## config.mk

```make
export PLATFORM = sky130hd
export DESIGN_NAME = gate_seq
export DESIGN_NICKNAME = d
export VERILOG_FILES = /design/src/rtl/gate_seq.sv
export SDC_FILE = /design/constraint.sdc
export NUM_CORES = 1
export LEC_CHECK = 0
export CORE_AREA = 4 4 56 58
export CTS_BUF_LIST = sky130_fd_sc_hd__clkbuf_4 sky130_fd_sc_hd__clkbuf_8
export DETAILED_ROUTE_END_ITERATION = 10
export DIE_AREA = 0 0 60 62
export GPL_ROUTABILITY_DRIVEN = 0
export PLACE_DENSITY_LB_ADDON = 0.12
export SYNTH_ARGS = -nofsm -noshare
export SYNTH_HDL_FRONTEND = slang
export SYNTH_SLANG_ARGS = --single-unit
```

## constraint.sdc

```tcl
create_clock -name clk -period 2.6 [get_ports clk]
set_input_delay 0.39 -clock clk [delete_from_list [all_inputs] [get_ports clk]]
set_output_delay 0.39 -clock clk [all_outputs]
set_load 0.005 [all_outputs]
```

## src/rtl/gate_seq.sv

```systemverilog
module gate_seq #(
  parameter int HOLD_CYC   = 16,
  parameter int LS_MIN_CYC = 40
) (
  input  logic       clk,
  input  logic       rst_n,
  input  logic       supply_ok,
  input  logic [1:0] pwm_lvl,
  input  logic       hs_gate_low,
  input  logic       ls_gate_low,
  input  logic       zero_i,
  input  logic       fccm,
  output logic       hs_en,
  output logic       ls_en
);
  localparam int HW = $clog2(HOLD_CYC + 1);
  localparam int LW = $clog2(LS_MIN_CYC + 1);
  localparam logic [HW-1:0] HOLD_LAST = HW'(HOLD_CYC - 1);
  localparam logic [HW-1:0] HOLD_SAT  = HW'(HOLD_CYC);
  localparam logic [LW-1:0] LS_LAST   = LW'(LS_MIN_CYC - 1);
  localparam logic [LW-1:0] LS_SAT    = LW'(LS_MIN_CYC);

  typedef enum logic [2:0] {IDLE, WAIT_HS, HS_ON, WAIT_LS, LS_ON, LS_PARK, SHUT} st_t;

  st_t st, nxt;
  logic [HW-1:0] mid_cnt;
  logic [LW-1:0] ls_cnt;

  wire is_high = (pwm_lvl == 2'b01);
  wire is_mid  = pwm_lvl[1];
  wire dcm_off = !fccm && zero_i && (ls_cnt >= LS_LAST);

  always_comb begin
    nxt = st;
    if (!supply_ok) nxt = IDLE;
    else if (is_mid) begin
      if (st == SHUT || mid_cnt == HOLD_LAST) nxt = SHUT;
    end else begin
      case (st)
        IDLE, SHUT: nxt = is_high ? WAIT_HS : WAIT_LS;
        WAIT_HS:    if (!is_high) nxt = WAIT_LS; else if (ls_gate_low) nxt = HS_ON;
        HS_ON:      if (!is_high) nxt = WAIT_LS;
        WAIT_LS:    if (is_high) nxt = WAIT_HS; else if (hs_gate_low) nxt = LS_ON;
        LS_ON:      if (is_high) nxt = WAIT_HS; else if (dcm_off) nxt = LS_PARK;
        LS_PARK:    if (is_high) nxt = WAIT_HS; else if (fccm) nxt = WAIT_LS;
        default:    nxt = IDLE;
      endcase
    end
  end

  always_ff @(posedge clk or negedge rst_n) begin
    if (!rst_n) begin
      st      <= IDLE;
      mid_cnt <= '0;
      ls_cnt  <= '0;
    end else begin
      st      <= nxt;
      mid_cnt <= !is_mid ? '0 : (mid_cnt == HOLD_SAT ? mid_cnt : mid_cnt + 1'b1);
      ls_cnt  <= (st != LS_ON) ? '0 : (ls_cnt == LS_SAT ? ls_cnt : ls_cnt + 1'b1);
    end
  end

  assign hs_en = (st == HS_ON);
  assign ls_en = (st == LS_ON);

  p_no_overlap_r4: assert property (@(posedge clk) disable iff (!rst_n)
    !(hs_en && ls_en));

  p_hs_after_flag_r2: assert property (@(posedge clk) disable iff (!rst_n)
    $rose(hs_en) |-> $past(ls_gate_low) && $past(is_high));

  p_ls_after_flag_r3: assert property (@(posedge clk) disable iff (!rst_n)
    $rose(ls_en) |-> $past(hs_gate_low) && $past(pwm_lvl) == 2'b00);

  p_supply_off_r11: assert property (@(posedge clk) disable iff (!rst_n)
    !supply_ok |=> !hs_en && !ls_en);

  p_ccm_hold_r9: assert property (@(posedge clk) disable iff (!rst_n)
    (ls_en && fccm && supply_ok && pwm_lvl == 2'b00) |=> ls_en);

  p_min_on_r8: assert property (@(posedge clk) disable iff (!rst_n)
    ($fell(ls_en) && $past(pwm_lvl) == 2'b00 && $past(supply_ok)) |-> $past(ls_cnt) >= LS_LAST);

  p_shut_off_r5: assert property (@(posedge clk) disable iff (!rst_n)
    (supply_ok && is_mid && mid_cnt == HOLD_LAST) |=> !hs_en && !ls_en);
endmodule

```

### Word-level counts from Yosys, hierarchy flattened

Index checks and enable logic that the tools add are counted.

| operators by class | value |
|---|---|
| add/subtract/negate cells | 2 |
| multipliers | 0 |
| divide/modulo/power cells | 0 |
| magnitude comparators | 1 |
| equal/unequal tests | 19 |
| shifts and indexed selects | 0 |
| mux-type cells | 18 |
| bitwise gates (word level) | 0 |
| reductions and logical operators | 7 |

Operator list:

| operator | number |
|---|---|
| $mux W3 | 12 |
| $pmux W3 S6 | 1 |
| $ne A5 B5 Y1 const B | 3 |
| $mux W6 | 2 |
| $mux W5 | 2 |
| $eq A3 B3 Y1 const B | 3 |
| $add A6 B1 Y6 const B | 1 |
| $eq A3 B2 Y1 const B | 2 |
| $eq A6 B6 Y1 const B | 1 |
| $ge A6 B6 Y1 const B | 1 |
| $reduce_and A6 Y1 | 1 |
| $add A5 B1 Y5 const B | 1 |
| $eq A5 B4 Y1 const B | 1 |
| $eq A5 B5 Y1 const B | 1 |
| $ne A5 B3 Y1 const B | 1 |
| $ne A2 B2 Y1 const B | 2 |
| $ne A4 B4 Y1 const B | 1 |
| $eq A3 B1 Y1 const B | 1 |
| $logic_not A3 Y1 | 1 |
| $ne A3 B2 Y1 const B | 1 |
| $ne A3 B3 Y1 const B | 1 |
| $eq A2 B1 Y1 const B | 1 |
| $logic_and A1 B1 Y1 | 2 |
| $mux W2 | 1 |
| 3 further kinds | 3 |

| word-level totals | value |
|---|---|
| register bits after elaboration | 14 |
| latch bits | 0 |
| bits in writable memories | 0 |
| memory bits (read-only) | 0 |
| bits of input ports | 9 |
| output and inout port bits | 2 |
| logic and storage cells | 50 |
| memories kept | 0 |

### Logic depth before layout (Yosys ltp)

| logic depth | value |
|---|---|
| word-level depth | 8 |
| mapped depth | 7 |
| mapped depth without buffers | 7 |

### Least setup slack after synthesis

Ideal clock, no wire load.

| timing path | value |
|---|---|
| path kind | register to register |
| start | reg ls_cnt[1] |
| end | reg st[2] |
| library setup time | 0.128 ns |
| arrival time | 1.719 ns |
| data required time | 2.472 ns |
| slack | 0.753 ns |
| cell stages (with the launch flop) | 7 |
| buffers on the path | 0 |
| clock period less this slack | 1.847 ns |
| path through | dfrtp_1 ha_1 o21ai_1 a211o_1 a222oi_1 mux2i_1 a21oi_1 |

| between the ends | value |
|---|---|
| word-level cells in the longest chain between the ends | 4 |

Ends and longest elaborated chain:

| item | RTL line | source |
|---|---|---|
| start: declaration | 27 | `logic [LW-1:0] ls_cnt;` |
| start signal: assignment | 59 | `ls_cnt <= (st != LS_ON) ? '0 : (ls_cnt == LS_SAT ? ls_cnt : ls_cnt + 1'b1);` |
| $ge A6 B6 Y1 | 31 | `wire dcm_off = !fccm && zero_i && (ls_cnt >= LS_LAST);` |
| $logic_and A1 B1 Y1 | 31 |  |
| $ne A5 B3 Y1 (no line) | - |  |
| $reduce_and A6 Y1 (no line) | - |  |
| end signal: assignment | 57 | `st <= nxt;` |
| end: declaration | 25 | `st_t st, nxt;` |

No other way between the ends.
A chain may end at the register's enable or synchronous reset.

### Worst setup path after layout

| timing path | value |
|---|---|
| start | reg st[2] |
| end | out ls_en |

| between the ends | value |
|---|---|
| word-level cells in the longest chain between the ends | 1 |

Ends and longest elaborated chain:

| item | RTL line | source |
|---|---|---|
| $eq A3 B3 Y1 | 64 | `assign ls_en = (st == LS_ON);` |
| end: declaration | 14 | `output logic ls_en` |

No other way between the ends.

==> results.py <==
metrics = {
    "die": {
        "initial_core_util_pct": 32.9,
        "core-area_sq_mm": 0.00266,
        "ios": 11,
        "rows": 19,
        "die_height_um": 62,
        "die-area_sq_mm": 0.00372,
        "die_w_um": 60,
    },
    "finish": {
        "stdcell_count": 140,
        "fin_nets": 126,
        "drive_above_1_share_pct": 6.42,
        "multi_input_area_sq_um": 489,
        "final_util_pct": 39.1,
        "areaGrowthSynthToFinish_pct": 18.8,
        "seqCellArea_sq_um": 350,
        "antenna_cells": 0,
        "fillers": 290,
    },
    "clock_network": {
        "cts-root-buf": "clkbuf_4",
        "clockBufferDepth": 2,
        "cts_tree": "done",
        "clk_latency_ns": 0.27,
        "h-tree-depth": 1,
        "post_cts_buffers": 0,
        "clkSinkCount": 14,
        "path_clk_slew_ns": 0.09,
        "cts_hold_buf": 0,
        "cts_resized": 0,
        "numCtsBuffers": 3,
    },
    "setup_path": {
        "critPathKind": "flop to primary output",
        "cp.required_ns": 2.21,
        "cp.arrival_ns": 1.90,
        "start_kind": "flop",
        "worstReg2RegStart": "st[2]",
        "endpoint_kind": "primary output",
        "worst-r2r-cell-count": 6,
        "cp_max_fo": 10,
        "reg2reg_slack_ns": 0.74,
        "worstSetupStartpoint": "st[2]",
        "r2r-end": "st[2]",
        "cp-endpoint": "ls_en",
    },
    "global_route": {
        "grt_pass1_vias": 692,
        "grt_pass1_wl_mm": 3.04,
        "antenna_found_initial": 0,
        "grt_overflow_total": 0,
        "grt_usage_pct": 10.9,
        "grt_max_degree": 15,
    },
    "detailed_routing": {
        "dr.pass1.iters": 4,
        "route.detailed.drc": 0,
        "wirelength_mm": 1.70,
        "vias": 692,
        "dr.first_iter.drc_count": 16,
        "wl_per_cell_um": 12.1,
        "ant_nets": 0,
        "vias_per_cell": 4.94,
    },
    "logic_synthesis": {
        "synth_common_cells": "16 x nor2_1, 14 x dfrtp_1",
        "synth_most_common_cell": "nor2_1",
        "syn_nets": 111,
        "synth_seq_cells": 14,
        "syn_area_per_cell_sq_um": 9.14,
        "yosysSeqAreaShare_pct": 39.9,
        "synth_edf_count": 0,
        "ys.flop_type": "dfrtp_1",
        "synth_cells": 96,
        "synthArstFlopShare_pct": 100,
        "synth_cell_type_count": 30,
        "syn_area_sq_um": 877,
        "yosysWarnings": 0,
        "yosys.area.top_type": "dfrtp_1",
        "netlist.area_leader.share_pct": 39.9,
        "synth_area_leaders": "dfrtp_1 40%, ha_1 8.6%, nor2_1 6.8%",
    },
    "timing": {
        "min_period_ns": 2.29,
        "setup_viol": 0,
        "rsz0062_at_grt": "no",
        "hold_ws_ns": 0.524,
        "tns_ns": 0,
        "worst_pin_slew_ns": 0.689,
        "final-hold-violation-count": 0,
        "finClkSkew_ns": 0.000447,
        "max_freq_ghz": 0.436,
        "finalCritPeriodShare_pct": 88.3,
        "slew_violations": 0,
        "slew_headroom_pct": 53.9,
    },
    "outcome": {
        "status": "complete, no violations",
    },
    "hold_path": {
        "hp-class": "input pin to asynchronous set/reset pin",
    },
    "placed_design": {
        "dp.cells": 137,
        "post-dp-hpwl_mm": 1.25,
        "portBuffers": 10,
    },
    "pwr": {
        "powerDensity_mw_per_mm2": 430,
        "total_power_mw": 0.448,
        "leakagePower_nw": 0.457,
        "ir_drop_mv": 0.236,
    },
    "job": {
        "maxCapViolations": 0,
    },
}
## layer usage
layer	routed length [um]	track usage [%]	vias to the layer above
met1	850	14.5	324
met2	736	16.8	13
met3	97	2.48	2
met4	14	4.75	0
li1	-	-	353
met5	0	0	-
## kinds of logic after synthesis
family	synth area share (%)
AND/OR/NAND/NOR	22.5
AO/OA/AOI/OAI	10.4
flip-flops	39.9
buffers and inverters	4.28
XOR/XNOR	7.99
adder cells (fa/ha/maj)	8.56
multiplexers	6.28
## sequential cells by signal, indices dropped and copies added, names as in the netlist
register	cells
ls_cnt	6
mid_cnt	5
st	3
## critical path: stages (launching register included)
cell and delay (ns):
dfrtp_1 0.47, or3b_1 0.55, inv_1 0.10, clkdlybuf4s50_1 0.50
## cell type report
| class | count | area share (%) |
|---|---|---|
| Tap cell | 31 | 3.72 |
| Inverter | 7 | 2.52 |
| Multi-Input combinational cell | 73 | 46.9 |
| Clock buffer | 3 | 2.16 |
| Sequential cell | 14 | 33.6 |
| Timing Repair Buffer | 12 | 11.0 |
## power by group
| part | switching, mW | leakage [nW] | internal, mW | total (mW) |
|---|---|---|---|---|
| Clock | 0.0705 | 0.0138 | 0.0536 | 0.124 |
| Sequential | 0.0108 | 0.190 | 0.227 | 0.238 |
| Combinational | 0.0414 | 0.253 | 0.0452 | 0.0866 |
## placed cells by master (no fill, tap or decap)
master           Yosys  final
a211o_1              1      1
a21oi_1              6      6
a222oi_1             1      1
a41oi_1              1      1
and2b_1              1      1
and3_1               2      2
buf_4                1      2
clkbuf_4             0      3
clkdlybuf4s50_1      0     10
clkinv_1             1      1
dfrtp_1             14     14
ha_1                 6      6
inv_1                6      6
mux2_4               1      1
mux2i_1              4      4
nand2_1              6      6
nand2b_1             1      1
nand3_1              4      4
nand4_1              1      1
nand4b_1             1      1
nor2_1              16     16
nor2b_1              5      5
nor2b_2              1      1
nor3_1               1      1
o21ai_0              1      1
o21ai_1              1      1
o221ai_1             1      1
o31ai_1              2      2
or3b_1               1      1
xnor2_1              4      4
xor2_1               4      4
## stage by stage
stage	setup WS (ns)	cell area, sq um
floorplan	0.753	877
global placement	0.324	1020
detailed placement	0.288	1020
CTS	0.261	1040
global route	0.169	1040
finish	0.305	1040
## how the worst min path moves through the flow
stage | from | endpoint | cells after the start
after floorplan | rst_n | ls_cnt[0] | 0
after global placement | mid_cnt[3] | mid_cnt[3] | 2
after detailed placement | mid_cnt[3] | mid_cnt[3] | 2
after CTS | rst_n | st[0] | 1
after global routing | rst_n | st[2] | 1
final | rst_n | st[2] | 1
(Power assumes the default switching activity.)
